--- src/rtl/pin_irq_pkg.sv ---
package pin_irq_pkg;
    localparam int REG_AW   = 2;
    localparam int REG_DW   = 32;
    localparam int SUM_PADW = 64;

    localparam logic [REG_AW-1:0] ADDR_SUM_LO = 2'd0;
    localparam logic [REG_AW-1:0] ADDR_SUM_HI = 2'd1;
    localparam logic [REG_AW-1:0] ADDR_CTRL   = 2'd2;
    localparam int                EOI_BIT     = 0;

    typedef enum logic {
        ST_ARMED  = 1'b0,
        ST_FIRING = 1'b1
    } line_state_e;
endpackage

--- src/rtl/pin_group_or.sv ---
module pin_group_or #(
    parameter int NUM_PINS = 184,
    parameter int GRP_SIZE = 4,
    localparam int NGROUP  = (NUM_PINS + GRP_SIZE - 1) / GRP_SIZE,
    localparam int PADDED  = NGROUP * GRP_SIZE
) (
    input  logic [NUM_PINS-1:0] pend,
    output logic [NGROUP-1:0]   grp_any
);
    logic [PADDED-1:0] pend_pad;

    generate
        if (PADDED > NUM_PINS) begin : g_pad
            assign pend_pad = {{(PADDED-NUM_PINS){1'b0}}, pend};
        end else begin : g_nopad
            assign pend_pad = pend;
        end
    endgenerate

    for (genvar g = 0; g < NGROUP; g++) begin : g_grp
        assign grp_any[g] = |pend_pad[g*GRP_SIZE +: GRP_SIZE];
    end
endmodule

--- src/rtl/parent_line_fsm.sv ---
module parent_line_fsm
    import pin_irq_pkg::*;
(
    input  logic clk,
    input  logic rst_n,
    input  logic req,
    input  logic eoi,
    output logic line_o
);
    line_state_e state_q, state_d;

    always_ff @(posedge clk or negedge rst_n) begin
        if (!rst_n) state_q <= ST_ARMED;
        else        state_q <= state_d;
    end

    always_comb begin
        state_d = state_q;
        unique case (state_q)
            ST_ARMED:  if (req) state_d = ST_FIRING;   // ARM_TO_FIRE
            ST_FIRING: if (eoi) state_d = ST_ARMED;    // FIRE_TO_ARM
            default:   state_d = ST_ARMED;
        endcase
    end

    always_comb begin
        line_o = (state_q == ST_FIRING);
    end
endmodule

--- src/rtl/summary_read_mux.sv ---
module summary_read_mux
    import pin_irq_pkg::*;
#(
    parameter int NGROUP = 46
) (
    input  logic [REG_AW-1:0] addr,
    input  logic [NGROUP-1:0] summary,
    output logic [REG_DW-1:0] rdata
);
    logic [SUM_PADW-1:0] wide;

    always_comb begin
        wide = '0;
        wide[NGROUP-1:0] = summary;
    end

    always_comb begin
        unique case (addr)
            ADDR_SUM_LO: rdata = wide[REG_DW-1:0];
            ADDR_SUM_HI: rdata = wide[SUM_PADW-1:REG_DW];
            default:     rdata = '0;
        endcase
    end
endmodule

--- src/rtl/pin_irq_aggregator.sv ---
module pin_irq_aggregator
    import pin_irq_pkg::*;
#(
    parameter int NUM_PINS = 184,
    parameter int GRP_SIZE = 4,
    localparam int NGROUP  = (NUM_PINS + GRP_SIZE - 1) / GRP_SIZE
) (
    input  logic                clk,
    input  logic                rst_n,
    input  logic [NUM_PINS-1:0] pin_int_sts,
    input  logic [NUM_PINS-1:0] pin_wake_sts,
    input  logic [NUM_PINS-1:0] pin_unmask,
    input  logic [REG_AW-1:0]   reg_addr,
    input  logic                reg_wr,
    input  logic [REG_DW-1:0]   reg_wdata,
    output logic [REG_DW-1:0]   reg_rdata,
    output logic                parent_irq
);
    logic [NUM_PINS-1:0] pend;
    logic [NGROUP-1:0]   grp_any;
    logic [NGROUP-1:0]   sum_q;
    logic                req;
    logic                eoi;
    logic                unused_wdata;

    assign pend         = pin_int_sts | pin_wake_sts;
    assign req          = |(pend & pin_unmask);
    assign eoi          = reg_wr && (reg_addr == ADDR_CTRL) && reg_wdata[EOI_BIT];
    assign unused_wdata = ^reg_wdata;

    pin_group_or #(.NUM_PINS(NUM_PINS), .GRP_SIZE(GRP_SIZE)) u_grp (
        .pend    (pend),
        .grp_any (grp_any)
    );

    always_ff @(posedge clk or negedge rst_n) begin
        if (!rst_n) sum_q <= '0;
        else        sum_q <= grp_any;
    end

    parent_line_fsm u_fsm (
        .clk    (clk),
        .rst_n  (rst_n),
        .req    (req),
        .eoi    (eoi),
        .line_o (parent_irq)
    );

    summary_read_mux #(.NGROUP(NGROUP)) u_rd (
        .addr    (reg_addr),
        .summary (sum_q),
        .rdata   (reg_rdata)
    );
endmodule

--- config.mk ---
export PLATFORM = sky130hd
export DESIGN_NAME = pin_irq_aggregator
export DESIGN_NICKNAME = d
export VERILOG_FILES = /design/src/rtl/pin_irq_pkg.sv /design/src/rtl/pin_group_or.sv /design/src/rtl/parent_line_fsm.sv /design/src/rtl/summary_read_mux.sv /design/src/rtl/pin_irq_aggregator.sv
export SDC_FILE = /design/constraint.sdc
export NUM_CORES = 1
export LEC_CHECK = 0
export CELL_PAD_IN_SITES_DETAIL_PLACEMENT = 1
export CELL_PAD_IN_SITES_GLOBAL_PLACEMENT = 1
export CORE_AREA = 2 2 243 245
export CTS_CLUSTER_SIZE = 24
export DETAILED_ROUTE_END_ITERATION = 7
export DIE_AREA = 0 0 245 247
export GPL_ROUTABILITY_DRIVEN = 0
export PLACE_DENSITY_LB_ADDON = 0.1
export RECOVER_POWER = 25
export SYNTH_ARGS = -nofsm -noshare
export SYNTH_HDL_FRONTEND = slang
export SYNTH_SLANG_ARGS = --single-unit
--- constraint.sdc ---
create_clock -name clk -period 1.68 [get_ports clk]
set_input_delay 0.42 -clock clk [delete_from_list [all_inputs] [get_ports clk]]
set_output_delay 0.42 -clock clk [all_outputs]
set_load 0.1 [all_outputs]
Word level (Yosys, flattened, before mapping)
Index checks and enable logic that the tools add are counted.
{"block": "word_totals", "regBits": 47, "inputBits": 589, "elab_cells": 61, "output_inout_bits": 33}
{"block": "classes", "n_mux": 4, "bitwise": 3, "eq_ne": 2, "reduce_logical": 50}
{"op": "$and 184x184->184", "count": 1}
{"op": "$or 184x184->184", "count": 1}
{"op": "$reduce_or 184->1", "count": 1}
{"op": "$reduce_or 4->1", "count": 46}
{"op": "$pmux 32 s2", "count": 1}
{"op": "$eq 2x1->1 const B", "count": 1}
{"op": "$eq 2x2->1 const B", "count": 1}
{"op": "$logic_and 1x1->1", "count": 2}
{"op": "$logic_not 2->1", "count": 1}
{"op": "$mux 1", "count": 2}
{"op": "$pmux 1 s2", "count": 1}
{"op": "$not 1->1", "count": 1}

Depth between registers and ports, before layout
Gate-level depths: netlist (run 1).
{"block": "logic_depth", "depth_word": 5, "ltp_mapped": 6, "ltp_nobuf": 6}

Hierarchy
From an unflattened synthesis (run 1), not the netlist that was laid out.
{"block": "unflattened", "hier_cells": 577, "area_unflattened_um2": 4380.5}
{"module": "pin_irq_aggregator", "seq_area_each_um2": 1151.1, "cells_per_inst": 477, "area_each_um2": 3632.2, "n_inst": 1}
{"module": "summary_read_mux", "seq_area_each_um2": 0.0, "cells_per_inst": 51, "area_each_um2": 364.1, "n_inst": 1}
{"module": "pin_group_or", "seq_area_each_um2": 0.0, "cells_per_inst": 46, "area_each_um2": 345.3, "n_inst": 1}
{"module": "parent_line_fsm", "seq_area_each_um2": 25.0, "cells_per_inst": 3, "area_each_um2": 38.8, "n_inst": 1}

Worst setup path after synthesis (run 1)
OpenSTA, ideal clock, no wires.
{"block": "synth_path", "path_type": "input -> output", "start": "input port reg_addr[0]", "end": "output port reg_rdata[0]", "t_required_ns": 1.260, "slack_ns": -0.959, "n_path_buf": 2, "arrival_ns": 2.219, "stages": 4, "path_cell_list": "buf_2 > buf_2 > mux2i_1 > nor2_1"}
{"block": "synth_via", "elab_chain_len": 2, "word_cells_on_any_way": 3, "cone_classes": "1 x eq/ne; 1 x mux; 1 x reduce/logical"}
{"element": "start: declaration", "line_no": "pin_irq_aggregator.sv:13", "text": "input logic [REG_AW-1:0] reg_addr,"}
{"element": "$eq 2x1->1 / $logic_not 2->1 (equally long branches)", "line_no": "summary_read_mux.sv:18", "text": "unique case (addr)"}
{"element": "$pmux 32 s2 *", "line_no": "summary_read_mux.sv:18"}
{"element": "end: declaration", "line_no": "pin_irq_aggregator.sv:16", "text": "output logic [REG_DW-1:0] reg_rdata,"}
Every way passes the cells marked *; elsewhere a longest branch is shown, timed or not.

Worst setup path in the final report (run 1)
{"block": "layout_path", "start": "input port pin_int_sts[55]", "end": "register u_fsm.state_q (netlist: u_fsm.line_o)"}
{"block": "layout_via", "elab_chain_len": 5}
{"element": "start: declaration", "line_no": "pin_irq_aggregator.sv:10", "text": "input logic [NUM_PINS-1:0] pin_int_sts,"}
{"element": "$or 184x184->184", "line_no": "pin_irq_aggregator.sv:26", "text": "assign pend = pin_int_sts | pin_wake_sts;"}
{"element": "$and 184x184->184", "line_no": "pin_irq_aggregator.sv:27", "text": "assign req = |(pend & pin_unmask);"}
{"element": "$reduce_or 184->1", "line_no": "pin_irq_aggregator.sv:27"}
{"element": "$mux 1", "line_no": "parent_line_fsm.sv:20", "text": "ST_ARMED: if (req) state_d = ST_FIRING;"}
{"element": "$pmux 1 s2", "line_no": "parent_line_fsm.sv:19", "text": "unique case (state_q)"}
{"element": "named net u_fsm.state_d", "line_no": "parent_line_fsm.sv:10", "text": "line_state_e state_q, state_d;"}
{"element": "end signal: assignment", "line_no": "parent_line_fsm.sv:14", "text": "else state_q <= state_d;"}
{"element": "end: declaration", "line_no": "parent_line_fsm.sv:10"}
The timed path passes the listed nets, and every way through them passes these cells.

==> impl_metrics.json, run 1 <==
{
  "required_ns": 1.88,
  "syn_area_um2": 3590,
  "io_buffer_count": 590,
  "yosysTopAreaCell": "dfrtp_1",
  "first_pass_iters": 4,
  "netlist_top_cells_area": "dfrtp_1, nor4_1, o21ai_0",
  "grt_pass1_wl_um": 65900,
  "cts_tree": "yes",
  "status": "finished, violations left",
  "cp_max_fo": 2,
  "dp_hpwl_um": 46100,
  "skew_ns": 0,
  "failed_checks": "negative setup slack",
  "design.die.area_um2": 60500,
  "layout_common_cells": "buf_4, clkdlybuf4s50_1, dlygate4sd2_1",
  "h-tree-depth": 2,
  "avgSynthCellArea_um2": 7.40,
  "min_period_over_period_pct": 113,
  "post-place-ws_ns": -1.63,
  "synth-seq-area-share_pct": 32.7,
  "post-route-min-period_ns": 1.89,
  "drv_slew": 0,
  "cts-root-buf": "clkbuf_16",
  "whs_ns": 0.358,
  "grt_pass1_vias": 8857,
  "die_h_um": 247,
  "leakagePower_uw": 0.00655,
  "clock.fmax_mhz": 529,
  "drt-total-wl_um": 49700,
  "vias_per_cell": 3.54,
  "cp_top_family": "simple AND/OR/NAND/NOR gates",
  "area_growth_pct": 296,
  "ys_types": 18,
  "layout.nets": 1957,
  "final_common_cell": "buf_4",
  "crit_arrival_ns": 2.09,
  "clk_path_buf_depth": 2,
  "crit_type": "input pin to register",
  "clk_latency_ns": 0.32,
  "clock-sinks": 47,
  "initial_core_util_pct": 6.17,
  "critPathBufInv": 1,
  "grt_overflow": 0,
  "vdd_drop_max_mv": 0.388,
  "coreArea_um2": 58200,
  "pwr_density_cell_nw_per_um2": 379,
  "slowest_delay_ns": 0.38,
  "relSlewSlack_pct": 48.7,
  "yosysWarnings": 0,
  "hold_viol_final": 0,
  "drt_iter0_drc": 131,
  "postCtsSetupRepairBufs": 0,
  "crit_chain": "dlygate4sd2_1 -> o21ai_2 -> nand4_1 -> nor4_2 -> nand4_1 -> nor3_2 -> a21oi_1",
  "start_kind": "input pin",
  "syn_nets": 1075,
  "fp-row-count": 89,
  "setup_viol": 1,
  "ioPinCount": 622,
  "hp-class": "input pin to register",
  "grt_start_max_net_pins": 23,
  "routedWlPerCell_um": 23.1,
  "drc": 0,
  "setup_tns_ns": -0.210,
  "tritoncts.num_buffers": 5,
  "total_power_uw": 5400,
  "fin_ws_ns": -0.210,
  "ant_nets": 0,
  "worst_path_max_delay_cell": "nand4_1",
  "rsz0062_at_grt": "yes",
  "cap_violations": 0,
  "clk_transition_reported_paths_ns": 0.08,
  "cpMostUsedCell": "nand4_1",
  "cp-end-kind": "register",
  "ys_ff_latch": 47,
  "drive_gt1_share_pct": 38.7,
  "dieWidth_um": 245,
  "antenna_found_initial": 11,
  "vias": 7623,
  "netlist.area_leader.share_pct": 32.7,
  "synthCells": 486,
  "grt_usage_pct": 15.9,
  "tightestPinTransition_ns": 0.762
}
==> routing by layer <==
layer,GRT usage [%],vias up,part of all wire (%)
li1,-,3766,-
met1,17.5,3550,39
met2,30.6,293,54
met3,4.15,12,6.2
met4,2.62,2,0.70
met5,0,-,0.014
==> repair_timing <==
action | CTS | global route
endpoints found under the setup margin | 37 | 13
hold endpoints to repair | 3 | 0
pin swaps | 131 | 128
gates resized for setup | 435 | 255
hold buffers | 1 | 0
==> logic make-up (layout without fill, tap and decap cells) <==
logic type / Yosys count / after routing / synth area share, %
other: 0 / 11 / 0
muxes: 14 / 14 / 3.90
buffers and inverters: 5 / 888 / 0.592
and+or+nand+nor: 235 / 235 / 36.8
AOI/OAI and AO/OA: 185 / 185 / 26.0
DFF: 47 / 47 / 32.7
==> layout make-up <==
cell class,count,area (um2)
Timing Repair Buffer,880,8580
Sequential cell,47,1180
Fill cell,6813,44000
Antenna cell,11,27.5
Tap cell,773,967
Clock buffer,7,143
Multi-Input combinational cell,434,3330
Clock inverter,1,5.00
==> registers in the layout, summed over array words and instances (netlist names) <==
| signal | cells |
|---|---|
| sum_q | 46 |
| u_fsm.line_o | 1 |
==> synthesized netlist by cell type, drive strengths merged <==
master,count
and4b,1
nand4b,1
and2,18
o21ai,184
nor4,103
nand4,47
buf,2
nand2,47
a21oi,1
nor2,15
clkbuf,3
nor3,2
mux2i,14
nand3,1
dfrtp,47
==> worst register-to-register path, delay by kind of cell, from the launching register on <==
kind | cells | cell delay (ns)
AND/OR/NAND/NOR | 4 | 1.16
AO/OA/AOI/OAI | 1 | 0.06
flip-flops | 1 | 0.49
==> through the flow <==
step,instances,instance area (um2),util (%)
after floorplan,486,3790,-
after CTS,2151,13800,23.7
after global routing,2149,14200,24.4
final,2153,14200,24.4
after detailed placement,2155,13300,22.9
after global placement,2155,13300,22.9
==> power by group <==
group,leakage [uW],internal (uW),switching (uW)
registers,0.000412,1130,3.59
logic,0.00606,1760,1350
clock network,0.0000740,596,556
total,0.00655,3490,1910
==> path summary, 6_finish.rpt <==
kind	startpoint	to	slack, ns	cells after the start
max reg2reg	u_fsm.line_o	u_fsm.line_o	-0.13	5
max	pin_int_sts[55]	u_fsm.line_o	-0.21	7
min in group asynchronous	rst_n	sum_q[27]	0.66	2
min	pin_int_sts[37]	sum_q[9]	0.36	3
max in group asynchronous	rst_n	sum_q[23]	0.09	3
min reg2reg	u_fsm.line_o	u_fsm.line_o	1.08	3
(Power assumes the default switching activity.)
==> run 2: changes to the inputs <==
--- a/config.mk
+++ b/config.mk
@@ -13,7 +13,6 @@
 export DIE_AREA = 0 0 245 247
 export GPL_ROUTABILITY_DRIVEN = 0
 export PLACE_DENSITY_LB_ADDON = 0.1
-export RECOVER_POWER = 25
 export SYNTH_ARGS = -nofsm -noshare
 export SYNTH_HDL_FRONTEND = slang
 export SYNTH_SLANG_ARGS = --single-unit
==> impl_metrics.json, run 2 (synthesis results as in run 1) <==
{
  "status": "finished, violations left",
  "failed_checks": "negative setup slack",
  "ioPinCount": 622,
  "drt_iter0_drc": 130,
  "tritoncts.num_buffers": 5,
  "relSlewSlack_pct": 48.7,
  "layout_common_cells": "buf_4, clkdlybuf4s50_1, dlygate4sd2_1",
  "leakagePower_uw": 0.00656,
  "die_h_um": 247,
  "drive_gt1_share_pct": 38.7,
  "cp-end-kind": "register",
  "fp-row-count": 89,
  "fin_ws_ns": -0.210,
  "setup_tns_ns": -0.210,
  "post-route-min-period_ns": 1.89,
  "dp_hpwl_um": 46100,
  "min_period_over_period_pct": 113,
  "routedWlPerCell_um": 23.1,
  "grt_pass1_wl_um": 65900,
  "cp_max_fo": 2,
  "drv_slew": 0,
  "design.die.area_um2": 60500,
  "h-tree-depth": 2,
  "start_kind": "input pin",
  "dieWidth_um": 245,
  "grt_usage_pct": 15.9,
  "hold_viol_final": 0,
  "cts-root-buf": "clkbuf_16",
  "stdcell_count": 2153,
  "largest_reg_flops": 46,
  "io_buffer_count": 590,
  "r2r_start": "u_fsm.line_o",
  "clock-sinks": 47,
  "area_growth_pct": 296,
  "cts_tree": "yes",
  "crit_type": "input pin to register",
  "vias_per_cell": 3.55,
  "worstSetupStartpoint": "pin_int_sts[55]",
  "initial_core_util_pct": 6.17,
  "vdd_drop_max_mv": 0.389,
  "drt-total-wl_um": 49700,
  "pwr_density_cell_nw_per_um2": 380,
  "top_register": "sum_q",
  "cap_violations": 0,
  "clock.fmax_mhz": 529,
  "clk_latency_ns": 0.32,
  "crit_arrival_ns": 2.09,
  "grt_start_max_net_pins": 23,
  "setup_viol": 1,
  "hp-class": "input pin to register",
  "total_power_uw": 5410,
  "grt_pass1_vias": 8857,
  "ant_nets": 0,
  "whs_ns": 0.357,
  "required_ns": 1.88,
  "clk_transition_reported_paths_ns": 0.08,
  "tightestPinTransition_ns": 0.762,
  "dp.cells": 2155,
  "fillers": 6813,
  "vias": 7635,
  "drc": 0,
  "first_pass_iters": 4,
  "final_common_cell": "buf_4",
  "rsz0062_at_grt": "yes",
  "grt_overflow": 0,
  "layout.nets": 1957,
  "antenna_found_initial": 11,
  "min-delay-start": "pin_int_sts[37]",
  "coreArea_um2": 58200,
  "skew_ns": 0,
  "clk_path_buf_depth": 2
}
## run 2: changes by cell type in the layout (fill, tap and decap cells not counted), sizes merged
cell and delta:
buf +4, clkbuf -4
## run 2: critical path, cell delays in order
cell and delay, ns:
dlygate4sd2_1 0.26, o21ai_2 0.17, nand4_1 0.23, nor4_2 0.35
nand4_1 0.38, nor3_2 0.22, a21oi_1 0.06
## run 2: per-layer routing
metal	global-route usage, %	wire length (um)	vias to the layer above
li1	-	-	3767
met1	17.5	19100	3549
met2	30.6	27000	305
met3	4.15	3230	12
met4	2.62	346	2
met5	0	7	-
## run 2: power by group
part | switching, uW | total, uW | internal [uW]
sequential | 3.52 | 1140 | 1130
combinational | 1350 | 3120 | 1760
clock | 559 | 1150 | 596
total | 1910 | 5410 | 3490
## run 2: worst paths after layout
check                      cells after the start  slack [ns]           end
max                                            7       -0.21  u_fsm.line_o
min                                            3        0.36      sum_q[9]
max reg2reg                                    5       -0.13  u_fsm.line_o
min reg2reg                                    3        1.07  u_fsm.line_o
max in group asynchronous                      3        0.63     sum_q[23]
min in group asynchronous                      2        0.55     sum_q[27]
## run 2: cell type report
class                   instances  area (um2)  area share, %
repair buffers                880        8590           60.3
multi-input cells             434        3330           23.4
clock buffers                   7         143           1.00
diodes                         11        27.5          0.193
well taps                     773         967           6.79
clock inverters                 1        5.00         0.0351
flip-flops and latches         47        1180           8.26
## run 2: stage by stage
step	instance area [um2]	setup slack, ns	util (%)
final	14200	-0.210	24.5
after global routing	14200	-0.239	24.4
after CTS	13800	-0.231	23.7
after detailed placement	13300	-1.63	22.9
after global placement	13300	-1.64	22.9
after floorplan	3790	-0.183	-
## run 2: timing repair
action                                  in CTS  in global routing
pin swaps                                  131                128
endpoints found under the hold margin        3                  0
buffers inserted                             0                  0
hold buffers                                 1                  0
endpoints found under the setup margin      37                 13
gates resized for setup                    435                255
==> run 3: changes to the inputs <==
--- a/config.mk
+++ b/config.mk
@@ -5,6 +5,7 @@
 export SDC_FILE = /design/constraint.sdc
 export NUM_CORES = 1
 export LEC_CHECK = 0
+export CAP_MARGIN = 20
 export CELL_PAD_IN_SITES_DETAIL_PLACEMENT = 1
 export CELL_PAD_IN_SITES_GLOBAL_PLACEMENT = 1
 export CORE_AREA = 2 2 243 245
==> impl_metrics.json, run 3 (synthesis results as in run 1) <==
{
  "final_common_cell": "clkdlybuf4s50_1",
  "die_h_um": 247,
  "vdd_drop_max_mv": 0.386,
  "grt_pass1_vias": 8829,
  "drv_slew": 0,
  "start_kind": "input pin",
  "coreArea_um2": 58200,
  "clock-sinks": 47,
  "io_buffer_count": 590,
  "dpl_cell_area_um2": 13300,
  "post-place-ws_ns": -1.60,
  "initial_core_util_pct": 6.17,
  "layout.nets": 1965,
  "ioPinCount": 622,
  "fp-row-count": 89,
  "total_power_uw": 5600,
  "vias_per_cell": 3.53,
  "leakagePower_uw": 0.00590,
  "min_period_over_period_pct": 115,
  "failed_checks": "negative setup slack",
  "top_register": "sum_q",
  "hold_viol_final": 0,
  "routedWlPerCell_um": 22.9,
  "cts_tree": "yes",
  "crit_type": "input pin to register",
  "status": "finished, violations left",
  "design.die.area_um2": 60500,
  "clk_latency_ns": 0.32,
  "drive_gt1_share_pct": 36.7,
  "tightestPinTransition_ns": 0.669,
  "crit_arrival_ns": 2.13,
  "required_ns": 1.88,
  "h-tree-depth": 2,
  "pwr_density_cell_nw_per_um2": 396,
  "grt_pass1_wl_um": 65600,
  "fillers": 6794,
  "antenna_found_initial": 9,
  "post-route-min-period_ns": 1.93,
  "vias": 7624,
  "drt_iter0_drc": 113,
  "drc": 0,
  "grt_start_max_net_pins": 23,
  "grt_usage_pct": 15.8,
  "cts-root-buf": "clkbuf_16",
  "setup_viol": 1,
  "clock.fmax_mhz": 518,
  "cap_violations": 0,
  "drt-total-wl_um": 49500,
  "tritoncts.num_buffers": 5,
  "skew_ns": 0,
  "dp_hpwl_um": 46100,
  "largest_reg_flops": 46,
  "rsz0062_at_grt": "yes",
  "hp-class": "input pin to register",
  "grt_overflow": 0,
  "fin_ws_ns": -0.251,
  "cp-end-kind": "register",
  "design_area_um2": 14100,
  "ant_nets": 0,
  "clk_path_buf_depth": 2,
  "layout_common_cells": "clkdlybuf4s50_1, buf_4, dlygate4sd2_1",
  "area_growth_pct": 293,
  "relSlewSlack_pct": 55.0,
  "cp_max_fo": 1,
  "first_pass_iters": 4,
  "clk_transition_reported_paths_ns": 0.09,
  "setup_tns_ns": -0.251,
  "dieWidth_um": 245
}
run 3: path summary, 6_finish.rpt:
check / startpoint / to / slack (ns) / cells after the start
min in group asynchronous: rst_n / sum_q[27] / 0.55 / 2
worst max-delay path: pin_unmask[166] / u_fsm.line_o / -0.25 / 7
worst min-delay path: pin_int_sts[60] / sum_q[15] / 0.36 / 3
max in group asynchronous: rst_n / sum_q[31] / 0.63 / 3
worst max register to register: u_fsm.line_o / u_fsm.line_o / -0.13 / 5
worst min register to register: u_fsm.line_o / u_fsm.line_o / 1.05 / 3
run 3: timing repair:
item | 4_1_cts | 5_1_grt
pin swaps | 118 | 81
setup endpoints to repair | 36 | 12
endpoints found under the hold margin | 4 | 0
hold buffers | 1 | 0
setup buffers | 0 | 0
resized for setup | 370 | 135
run 3: metal layers:
layer / vias up / wire length [um] / track usage, %
met5: - / 30 / 0
met4: 4 / 540 / 2.53
met3: 24 / 3270 / 4.29
met2: 299 / 26700 / 30.8
met1: 3521 / 18900 / 17.1
li1: 3776 / - / -
run 3: final cells by class:
cell class	instances	area, um2	share of cell area, %
Sequential cell	47	1180	8.34
Tap cell	773	967	6.85
Antenna cell	8	20.0	0.142
Timing Repair Buffer	888	8510	60.3
Clock inverter	2	35.0	0.248
Clock buffer	6	139	0.984
Multi-Input combinational cell	434	3270	23.1
run 3: per-stage QoR:
stage	instances	util (%)	hold slack, ns
after floorplan	486	-	0.124
after global placement	2155	22.9	0.352
after detailed placement	2156	22.9	0.352
after CTS	2155	23.9	0.440
after global routing	2154	24.2	0.374
final	2158	24.2	0.358
run 3: power breakdown:
| part | switching (uW) | internal, uW |
|---|---|---|
| Sequential | 3.07 | 1130 |
| Clock | 559 | 745 |
| Combinational | 1340 | 1820 |
run 3: worst max-delay path, cell delays in order:
cell	delay, ns
clkdlybuf4s50_1	0.42
o21ai_2	0.06
nand4_1	0.27
nor4_2	0.29
nand4_1	0.36
nor3_2	0.25
a21oi_1	0.06
